[config.mk]
export PLATFORM = sky130hd
export DESIGN_NAME = mixed_irq_ctrl
export DESIGN_NICKNAME = d
export VERILOG_FILES = /design/src/rtl/irq_pkg.sv /design/src/rtl/irq_sync_edge.sv /design/src/rtl/irq_event_bank.sv /design/src/rtl/irq_regfile.sv /design/src/rtl/mixed_irq_ctrl.sv
export SDC_FILE = /design/constraint.sdc
export NUM_CORES = 1
export LEC_CHECK = 0
export CAP_MARGIN = 30
export CORE_MARGIN = 10
export CORE_UTILIZATION = 52
export DETAILED_ROUTE_END_ITERATION = 10
export GPL_TIMING_DRIVEN = 0
export PLACE_DENSITY = 0.79
export RECOVER_POWER = 100
export SKIP_CTS_REPAIR_TIMING = 1
export SLEW_MARGIN = 20
export SYNTH_ARGS = -nofsm -noshare
export SYNTH_HDL_FRONTEND = slang
export SYNTH_SLANG_ARGS = --single-unit
[constraint.sdc]
create_clock -name clk -period 2.8 [get_ports clk]
set_clock_uncertainty 0.15 [all_clocks]
set_input_delay 0.56 -clock clk [delete_from_list [all_inputs] [get_ports clk]]
set_output_delay 0.56 -clock clk [all_outputs]
set_load 0.005 [all_outputs]
[src/rtl/irq_pkg.sv]
package irq_pkg;
  localparam int unsigned NSRC = 32;
  localparam int unsigned AW   = 8;
  localparam int unsigned DW   = 32;

  localparam logic [AW-1:0] OFS_EVENT = 8'h20;
  localparam logic [AW-1:0] OFS_MASK  = 8'h24;
  localparam logic [AW-1:0] OFS_CLEAR = 8'h28;
  localparam logic [AW-1:0] OFS_LEVEL = 8'h2C;

  localparam logic [NSRC-1:0] LEVEL_GROUP = 32'h3FF0_0000;

  typedef enum logic [2:0] {
    SEL_NONE,
    SEL_EVENT,
    SEL_MASK,
    SEL_CLEAR,
    SEL_LEVEL
  } reg_sel_e;
endpackage

[src/rtl/irq_sync_edge.sv]
module irq_sync_edge #(
  parameter int unsigned WIDTH  = 32,
  parameter int unsigned STAGES = 2
) (
  input  logic             clk,
  input  logic             rst,
  input  logic [WIDTH-1:0] line_i,
  output logic [WIDTH-1:0] level_o,
  output logic [WIDTH-1:0] rise_o
);
  logic [WIDTH-1:0] stage_q [STAGES];
  logic [WIDTH-1:0] prev_q;

  genvar g;
  generate
    for (g = 0; g < STAGES; g++) begin : g_stage
      if (g == 0) begin : g_first
        always_ff @(posedge clk) begin
          if (rst) stage_q[g] <= '0;
          else     stage_q[g] <= line_i;
        end
      end else begin : g_next
        always_ff @(posedge clk) begin
          if (rst) stage_q[g] <= '0;
          else     stage_q[g] <= stage_q[g-1];
        end
      end
    end
  endgenerate

  always_ff @(posedge clk) begin
    if (rst) prev_q <= '0;
    else     prev_q <= stage_q[STAGES-1];
  end

  assign level_o = stage_q[STAGES-1];
  assign rise_o  = stage_q[STAGES-1] & ~prev_q;

  // a detected rise is a single-cycle pulse per bit
  p_rise_single_r2: assert property (@(posedge clk) disable iff (rst)
    ((rise_o & $past(rise_o)) == '0));
endmodule

[src/rtl/irq_event_bank.sv]
module irq_event_bank #(
  parameter int unsigned    WIDTH = 32,
  parameter logic [WIDTH-1:0] LVL = '0
) (
  input  logic             clk,
  input  logic             rst,
  input  logic [WIDTH-1:0] rise_i,
  input  logic [WIDTH-1:0] clr_i,
  output logic [WIDTH-1:0] ev_q
);
  logic [WIDTH-1:0] set_v;
  logic [WIDTH-1:0] ev_d;

  assign set_v = rise_i & ~LVL;

  always_comb begin
    ev_d = (ev_q & ~clr_i) | set_v;
  end

  always_ff @(posedge clk) begin
    if (rst) ev_q <= '0;
    else     ev_q <= ev_d;
  end

  // a new edge always lands, even under a simultaneous clear
  p_set_wins_r6: assert property (@(posedge clk) disable iff (rst)
    ((ev_q & $past(set_v)) == $past(set_v)));

  // a cleared bit without a coincident edge reads back zero
  p_clear_r5: assert property (@(posedge clk) disable iff (rst)
    ((ev_q & $past(clr_i & ~set_v)) == '0));
endmodule

[src/rtl/irq_regfile.sv]
module irq_regfile
  import irq_pkg::*;
#(
  parameter int unsigned      WIDTH = 32,
  parameter logic [WIDTH-1:0] LVL   = '0
) (
  input  logic             clk,
  input  logic             rst,
  input  logic             wr_en,
  input  logic             rd_en,
  input  logic [AW-1:0]    addr,
  input  logic [WIDTH-1:0] wdata,
  input  logic [WIDTH-1:0] ev_q,
  input  logic [WIDTH-1:0] lvl_q,
  output logic [WIDTH-1:0] mask_q,
  output logic [WIDTH-1:0] clr_v,
  output logic [WIDTH-1:0] rdata,
  output logic             rd_valid
);
  reg_sel_e         sel;
  logic [WIDTH-1:0] rd_mux;

  always_comb begin
    unique case (addr)
      OFS_EVENT: sel = SEL_EVENT;
      OFS_MASK:  sel = SEL_MASK;
      OFS_CLEAR: sel = SEL_CLEAR;
      OFS_LEVEL: sel = SEL_LEVEL;
      default:   sel = SEL_NONE;
    endcase
  end

  assign clr_v = (wr_en && sel == SEL_CLEAR) ? wdata : '0;

  always_ff @(posedge clk) begin
    if (rst)                         mask_q <= '0;
    else if (wr_en && sel == SEL_MASK) mask_q <= wdata;
  end

  always_comb begin
    case (sel)
      SEL_EVENT: rd_mux = ev_q & ~LVL;
      SEL_MASK:  rd_mux = mask_q;
      SEL_LEVEL: rd_mux = lvl_q;
      default:   rd_mux = '0;
    endcase
  end

  always_ff @(posedge clk) begin
    if (rst) begin
      rdata    <= '0;
      rd_valid <= 1'b0;
    end else begin
      rd_valid <= rd_en;
      if (rd_en) rdata <= rd_mux;
    end
  end

  // an enable write is visible on the following cycle
  p_mask_wr_r4: assert property (@(posedge clk) disable iff (rst)
    (wr_en && addr == OFS_MASK) |=> (mask_q == $past(wdata)));

  // writes elsewhere never disturb the enable register
  p_unmapped_no_effect_r8: assert property (@(posedge clk) disable iff (rst)
    (wr_en && addr != OFS_MASK) |=> $stable(mask_q));

  // read valid strobe follows the request by exactly one cycle
  p_rd_valid_r9: assert property (@(posedge clk) disable iff (rst)
    rd_en |=> rd_valid);
  p_rd_valid_once_r9: assert property (@(posedge clk) disable iff (rst)
    !rd_en |=> !rd_valid);
endmodule

[src/rtl/mixed_irq_ctrl.sv]
module mixed_irq_ctrl
  import irq_pkg::*;
#(
  parameter int unsigned      N_SRC       = NSRC,
  parameter int unsigned      SYNC_STAGES = 2,
  parameter logic [N_SRC-1:0] LVL_BITS    = LEVEL_GROUP
) (
  input  logic             clk,
  input  logic             rst,
  input  logic [N_SRC-1:0] src_i,
  input  logic             wr_en,
  input  logic             rd_en,
  input  logic [AW-1:0]    addr,
  input  logic [N_SRC-1:0] wdata,
  output logic [N_SRC-1:0] rdata,
  output logic             rd_valid,
  output logic             cpu_irq
);
  logic [N_SRC-1:0] lvl_q;
  logic [N_SRC-1:0] rise_v;
  logic [N_SRC-1:0] ev_q;
  logic [N_SRC-1:0] mask_q;
  logic [N_SRC-1:0] clr_v;
  logic [N_SRC-1:0] pend_v;

  irq_sync_edge #(.WIDTH(N_SRC), .STAGES(SYNC_STAGES)) u_sync (
    .clk(clk), .rst(rst), .line_i(src_i), .level_o(lvl_q), .rise_o(rise_v)
  );

  irq_event_bank #(.WIDTH(N_SRC), .LVL(LVL_BITS)) u_events (
    .clk(clk), .rst(rst), .rise_i(rise_v), .clr_i(clr_v), .ev_q(ev_q)
  );

  irq_regfile #(.WIDTH(N_SRC), .LVL(LVL_BITS)) u_regs (
    .clk(clk), .rst(rst), .wr_en(wr_en), .rd_en(rd_en), .addr(addr),
    .wdata(wdata), .ev_q(ev_q), .lvl_q(lvl_q), .mask_q(mask_q),
    .clr_v(clr_v), .rdata(rdata), .rd_valid(rd_valid)
  );

  assign pend_v = ((ev_q & ~LVL_BITS) | (lvl_q & LVL_BITS)) & mask_q;

  always_ff @(posedge clk) begin
    if (rst) cpu_irq <= 1'b0;
    else     cpu_irq <= |pend_v;
  end

  // an enabled latched edge event keeps the request high until cleared
  p_irq_hold_r7: assert property (@(posedge clk) disable iff (rst)
    (((ev_q & mask_q & ~LVL_BITS) != '0) && clr_v == '0 && $stable(mask_q))
      |=> cpu_irq);

  // with nothing enabled the request stays low
  p_irq_quiet_r7: assert property (@(posedge clk) disable iff (rst)
    (mask_q == '0) |=> !cpu_irq);
endmodule

* After elaboration in Yosys (flattened, before gate mapping)
Memories as Yosys holds them, arrays and structs flattened.
Index checks and enable logic that the tools add are counted.
** Storage, ports and cells
- Bits in writable memories :: 64
- Memories kept :: 1
- Register bits after elaboration :: 130
- Input port bits :: 76
- Logic and storage cells :: 35
- Output and inout bits :: 34
** Cells by class
- Equal/unequal tests :: 8
- Multiplexer cells :: 8
- Bitwise logic cells :: 9
- Reductions and logical operators :: 3
** Memory list
- u_sync.stage_q :: words 2, bits a word 32, read ports 2, clocked after memory_dff 0, write ports 2, RTL line irq_sync_edge.sv:11 : logic [WIDTH-1:0] stage_q [STAGES];
** Operators with widths (count)
- $and A32 B32 Y32 :: 3
- $mux W32 :: 3
- $pmux W32 S3 :: 1
- $not A32 Y32 :: 2
- $eq A8 B6 Y1 const B :: 4
- $or A32 B30 Y32 :: 1
- $or A32 B32 Y32 :: 1
- $reduce_or A32 Y1 :: 1
- $pmux W3 S4 :: 1
- $eq A3 B2 Y1 const B :: 2
- $eq A3 B1 Y1 const B :: 1
- $eq A3 B3 Y1 const B :: 1
- $mux W1 :: 3
- $logic_and A1 B1 Y1 :: 2
- $or A1 B1 Y1 :: 2

* Depth between registers and ports, before layout
Gate-level depths: netlist (run 1).
- Depth in word-level cells :: 8
- Depth in mapped cells :: 5
- Mapped depth without buffers :: 3

* Cells and area by module
From an unflattened synthesis (run 1), not the netlist that was laid out.
** Second synthesis, totals
- Cell total of the unflattened synthesis :: 732
- Area, all modules :: 7483.4 µm²
** By module, submodules not included
- irq_regfile :: cells an instance 364, seq. area each 1301.2 µm², area each 3385.7 µm², instances 1
- irq_sync_edge :: cells an instance 234, seq. area each 1921.8 µm², area each 2800.2 µm², instances 1
- irq_event_bank :: cells an instance 111, seq. area each 640.6 µm², area each 1112.3 µm², instances 1
- mixed_irq_ctrl :: cells an instance 23, seq. area each 20.0 µm², area each 185.2 µm², instances 1

* Worst setup path before layout (run 1)
Ideal clock, no wire load.
- Path type :: input-to-reg
- Start point :: input port addr[7]
- End point :: register u_regs.mask_q[10]
- Stages on the path :: 5
- Path buffers :: 2
- Path slack :: 595 ps
- Required time :: 2578 ps
- Data arrival time :: 1983 ps
- Setup time :: 72 ps
- Path through :: or4b_4 > buf_6 > nor4_4 > buf_6 > mux2i_1
** On the way
- Longest elaborated chain between the ends :: 4
- Elaborated cells between the ends (all ways) :: 7
- Those cells by class :: eq/ne: 5; mux: 1; reduce/logical: 1
** Ends and longest elaborated chain
- from (decl) :: RTL line mixed_irq_ctrl.sv:13 : input logic [AW-1:0] addr,
- $eq A8 B6 Y1 :: RTL line irq_regfile.sv:24 : unique case (addr)
- $pmux W3 S4 (*) :: RTL line irq_regfile.sv:24
- $eq A3 B2 Y1 (*) :: RTL line irq_regfile.sv:37 : else if (wr_en && sel == SEL_MASK) mask_q <= wdata;
- $logic_and A1 B1 Y1 (*) :: RTL line irq_regfile.sv:37
- to (signal assigned) :: RTL line irq_regfile.sv:37
- to (decl) :: RTL line irq_regfile.sv:15 : output logic [WIDTH-1:0] mask_q,
Mark *: on every way between the ends. The rest lies on a longest branch, timed or not.
A chain may end at the register's enable or synchronous reset.

* Final worst setup path (run 1)
- Start point :: input port addr[7]
- End point :: register u_regs.mask_q[14]
The elaborated chain is that of the path after synthesis.

==> impl_metrics.json, run 1 <==
{
  "status": "completed",
  "cts_tree": "yes",
  "firstDrtPassIters": 5,
  "ys_types": 25,
  "place_hpwl_um": 12400,
  "worst_slack_ps": 274,
  "io_pins": 110,
  "peakVddDrop_v": 0.000425,
  "pwr_density_cell_nw_per_um2": 658,
  "grt.total_usage": 0.199,
  "yosysWarnings": 0,
  "overflow": 0,
  "antenna_found_initial": 0,
  "postLayoutCoreUtil": 0.686,
  "hold_path_class": "reg -> reg",
  "fin_crit_sh": 0.902,
  "report.final.slew_viol_count": 0,
  "crit_family": "buffers and inverters",
  "r2r-start": "u_regs.mask_q[8]$_SDFFE_PP0P_",
  "core.rowCount": 40,
  "core_um2": 12000,
  "placed_cells": 872,
  "viasPerCell": 5.51,
  "numPortBuffers": 107,
  "worst_setup_path_end_kind": "flop",
  "cp_max_fo": 10,
  "crit_type": "in -> reg",
  "final_cell_mix": "dfxtp_1 (174), nor2b_1 (87), nand2_1 (74)",
  "fin_cells": 904,
  "tightest_slew_ps": 825,
  "wl_per_cell_um": 18.7,
  "max_freq_mhz": 396,
  "grt_pass1_vias": 5028,
  "slew_headroom": 0.450,
  "die_w_um": 131,
  "dieArea_um2": 17000,
  "final_common_cell": "dfxtp_1",
  "yosysSeqAreaShare": 0.548,
  "htree_levels": 4,
  "clock-sinks": 174,
  "hold_viol": 0,
  "startpoint_type": "input pin",
  "maxCapViolCount": 0,
  "post_route_cells_drive_above_1_share": 0.0528,
  "grt_start_max_net_pins": 17,
  "wl_um": 16900,
  "fin_crit_ps": 2530,
  "synthCells": 618,
  "syn_avg_cell_area_um2": 10.3,
  "hold_path_startpoint": "u_sync.stage_q[0][11]$_SDFF_PP0_",
  "critical-path-max-stage-delay_ps": 540,
  "path_clk_slew_ps": 60,
  "synth_seq_cells": 174,
  "synth_edf_count": 0,
  "rsz0062_at_grt": "no",
  "synth_async_sr_flop_share": 0,
  "crit_path_frequent_cell": "buf_6",
  "setup_viol_count_final": 0,
  "cts_buffers": 17,
  "crit_start": "addr[7]",
  "cts_root_buf": "clkbuf_16",
  "antennaDiodeCount": 0,
  "path_cells": "dlygate4sd3_1, or4b_1, buf_6, nor4_4, buf_6, mux2i_1",
  "postRouteAntennaNets": 0,
  "cp_num_buf_inv": 3,
  "area_delta_synth_final_pct": 29.6,
  "clk_latency_ps": 420,
  "vias": 4978,
  "cp_slowest_cell": "dlygate4sd3_1",
  "grt_pass1_wl_um": 26300,
  "pre_cts_slack_ps": -37.5,
  "gp_congestion": 0.977,
  "drtIter0Drc": 510,
  "die_h_um": 131,
  "crit_required_ps": 2980,
  "synth-main-ff-cell": "dfxtp_1",
  "nets": 820,
  "leakage_nw": 3.22,
  "critPathArrivalTime_ps": 2710,
  "synth_area_um2": 6350,
  "syn-num-nets": 694,
  "start_util": 0.529,
  "drc": 0,
  "clock_path_buffers": 2
}
==> layer usage <==
metal  global-route usage  share of wire  vias to the layer above
met4               0.0844          0.025                        0
met5                    0              0                        -
met2                0.326           0.47                      228
met3               0.0479          0.083                       30
met1                0.247           0.42                     2344
li1                     -              -                     2376
==> cells in the mapped netlist (all sizes together), types with 2 or more instances <==
master   number  share of area
dfxtp       174           0.55
nor2b        87          0.086
nand2        74          0.044
mux2i        64           0.10
clkbuf       33          0.019
inv          24          0.014
nand2b       23          0.023
a21oi        22          0.017
a22o         22          0.030
o2bb2ai      22          0.030
o41ai        22          0.030
a22oi        16          0.019
buf          12          0.012
o21ai        10         0.0079
nand4         4         0.0039
nor2          2         0.0012
==> stage by stage <==
stage	hold WS, ps	setup TNS [ps]	cell area (um2)	total power, mW
2_1_floorplan	264	0	6350	2.80
3_3_place_gp	270	0	7610	2.97
3_5_place_dp	270	-308	7610	2.98
4_1_cts	286	0	8240	5.43
5_1_grt	300	0	8230	5.57
6_report	285	0	8230	5.41
==> worst paths after layout <==
| kind | to | slack (ps) | cells after the start |
|---|---|---|---|
| min reg2reg | u_sync.stage_q[1][11]$_SDFF_PP0_ | 290 | 1 |
| max | u_regs.mask_q[14]$_SDFFE_PP0P_ | 270 | 6 |
| max reg2reg | cpu_irq$_SDFF_PP0_ | 1340 | 3 |
| min | u_sync.stage_q[1][11]$_SDFF_PP0_ | 290 | 1 |
==> power by group <==
| part | switching [mW] | internal (mW) | total, mW |
|---|---|---|---|
| combinational | 0.171 | 0.175 | 0.346 |
| clock | 1.01 | 1.48 | 2.49 |
| sequential | 0.0358 | 2.54 | 2.58 |
==> area by class of cell <==
class	instances	area, um2
Buffer	45	201
Timing Repair Buffer	107	1070
Sequential cell	174	3480
Clock buffer	19	453
Multi-Input combinational cell	375	2580
Fill cell	894	3780
Clock inverter	13	175
Tap cell	147	184
Inverter	24	90.1
==> state kept, by name, summed over array words and instances, names as in the netlist <==
| signal | cells |
|---|---|
| u_regs.rdata | 32 |
| u_regs.mask_q | 32 |
| u_sync.prev_q | 22 |
| u_events.ev_q | 22 |
| cpu_irq | 1 |
| u_sync.stage_q | 64 |
| u_regs.rd_valid | 1 |
==> kinds of logic after synthesis <==
logic type / after synthesis / synth area share
and+or+nand+nor: 196 / 0.168
DFF: 174 / 0.548
AOI/OAI and AO/OA: 115 / 0.137
buffers and inverters: 69 / 0.0459
muxes: 64 / 0.101
Note: power is estimated with default switching activity, not from simulation.
==> inputs of run 2 (changes only) <==
- CORE_UTILIZATION: 52 -> 41
- PLACE_DENSITY: 0.79 -> 0.64
==> run 2 against run 1 <==
  * Sequential share of layout area is 0.14 points lower
  * Global-route usage down 3.4 points
  * Setup slack lost 110 ps
  * Sequential power is essentially flat
  * First-iteration DRC count shrank 36%
  * Utilization down 14 points
  * Total power decreased by 0.81%
==> impl_metrics.json, run 2 (synthesis results as in run 1) <==
{
  "status": "completed",
  "ff2ff_path_depth": 3,
  "hold_viol": 0,
  "cts_buffers": 17,
  "crit_required_ps": 3000,
  "path_clk_slew_ps": 60,
  "max_freq_mhz": 380,
  "postLayoutCoreUtil": 0.543,
  "post_route_cells_drive_above_1_share": 0.0528,
  "grt.total_usage": 0.165,
  "numPortBuffers": 107,
  "final_cell_mix": "dfxtp_1 (174), nor2b_1 (87), nand2_1 (74)",
  "core.rowCount": 45,
  "rsz0062_at_grt": "no",
  "final_common_cell": "dfxtp_1",
  "hold_path_startpoint": "u_sync.stage_q[0][19]$_SDFF_PP0_",
  "drtIter0Drc": 324,
  "setup_viol_count_final": 0,
  "grt_start_max_net_pins": 17,
  "critPathArrivalTime_ps": 2830,
  "core_um2": 15200,
  "fin_cells": 945,
  "report.final.slew_viol_count": 0,
  "viasPerCell": 5.06,
  "largest_reg_flops": 64,
  "slew_headroom": 0.467,
  "pwr_density_cell_nw_per_um2": 650,
  "area_delta_synth_final_pct": 30.0,
  "final.fill_count": 1370,
  "drc": 0,
  "start_util": 0.418,
  "maxCapViolCount": 0,
  "r2r-start": "u_events.ev_q[10]$_SDFF_PP0_",
  "nets": 820,
  "startpoint_type": "input pin",
  "htree_levels": 4,
  "min_path_cells": 1,
  "vias": 4783,
  "clk_latency_ps": 420,
  "io_pins": 110,
  "path_cells": "clkdlybuf4s50_1, or4b_4, clkbuf_2, nor4_2, buf_6, mux2i_1",
  "placed_cells": 913,
  "whs_endpoint": "u_sync.stage_q[1][19]$_SDFF_PP0_",
  "r2r_end": "cpu_irq$_SDFF_PP0_",
  "cp_max_fo": 10,
  "firstDrtPassIters": 5,
  "reg2reg_setup_slack_ps": 1340,
  "dieArea_um2": 20900,
  "clock_path_buffers": 2,
  "die_w_um": 144,
  "antenna_found_initial": 0,
  "fin_crit_ps": 2630,
  "grt_pass1_wl_um": 25900,
  "peakVddDrop_v": 0.000439,
  "crit_family": "simple AND/OR/NAND/NOR gates",
  "clock-sinks": 174,
  "cts_root_buf": "clkbuf_16",
  "tightest_slew_ps": 800,
  "wl_per_cell_um": 18.0,
  "cp_num_buf_inv": 3,
  "fin_crit_sh": 0.940,
  "gp_congestion": 0.864,
  "hold_path_class": "reg -> reg",
  "leakage_nw": 3.20,
  "postRouteAntennaNets": 0,
  "cp_slowest_cell": "nor4_2",
  "die_h_um": 144,
  "regMostFlops": "u_sync.stage_q",
  "overflow": 0,
  "place_hpwl_um": 12800,
  "worst_setup_path_end_kind": "flop",
  "wl_um": 17100,
  "grt_pass1_vias": 4793,
  "critical-path-max-stage-delay_ps": 660,
  "crit_type": "in -> reg",
  "largestRegisters": "u_sync.stage_q (64), u_regs.mask_q (32), u_regs.rdata (32)",
  "cts_tree": "yes",
  "antennaDiodeCount": 0
}
[run 2: layout make-up]
| cell class | instances | area (um2) | share of cell area |
|---|---|---|---|
| well taps | 188 | 235 | 0.0285 |
| clock inverters | 14 | 178 | 0.0215 |
| flip-flops and latches | 174 | 3480 | 0.422 |
| clock buffers | 18 | 439 | 0.0532 |
| repair buffers | 107 | 1070 | 0.130 |
| multi-input cells | 375 | 2570 | 0.311 |
| inverters | 24 | 90.1 | 0.0109 |
| plain buffers | 45 | 194 | 0.0235 |
[run 2: worst reg2reg max path, cell delays in order, from the launching register on]
cell	delay, ps
dfxtp_1	320
a22oi_1	230
nand4_1	200
o41a_1	440
[run 2: worst max path at each step]
stage / start / end / depth (start not counted)
2_1_floorplan: addr[7] / u_regs.mask_q[10]$_SDFFE_PP0P_ / 5
3_3_place_gp: rst / u_events.ev_q[18]$_SDFF_PP0_ / 5
3_5_place_dp: rst / u_events.ev_q[15]$_SDFF_PP0_ / 5
4_1_cts: rst / u_events.ev_q[15]$_SDFF_PP0_ / 5
5_1_grt: rst / u_events.ev_q[17]$_SDFF_PP0_ / 5
6_report: addr[7] / u_regs.mask_q[14]$_SDFFE_PP0P_ / 6
[run 2: metrics by stage]
stage	area [um2]	setup WS (ps)	total power, mW	hold WS [ps]	setup TNS [ps]
2_1_floorplan	6350	595	2.80	264	0
3_3_place_gp	7660	-99.0	2.97	271	-1440
3_5_place_dp	7660	-142	2.98	272	-1730
4_1_cts	8280	307	5.42	282	0
5_1_grt	8260	74.5	5.56	303	0
6_report	8260	168	5.37	280	0
[run 2: power by group]
part / internal [mW] / leakage, nW / switching (mW) / total, mW
Clock: 1.45 / 0.303 / 1.00 / 2.45
Sequential: 2.54 / 1.42 / 0.0362 / 2.58
Combinational: 0.175 / 1.48 / 0.169 / 0.344
Total: 4.17 / 3.20 / 1.21 / 5.37
[run 2: per-layer routing]
metal  wire length (um)  track usage
met1               7690        0.203
met2               7980        0.267
met3               1050       0.0466
met4                334       0.0628
met5                  0            0
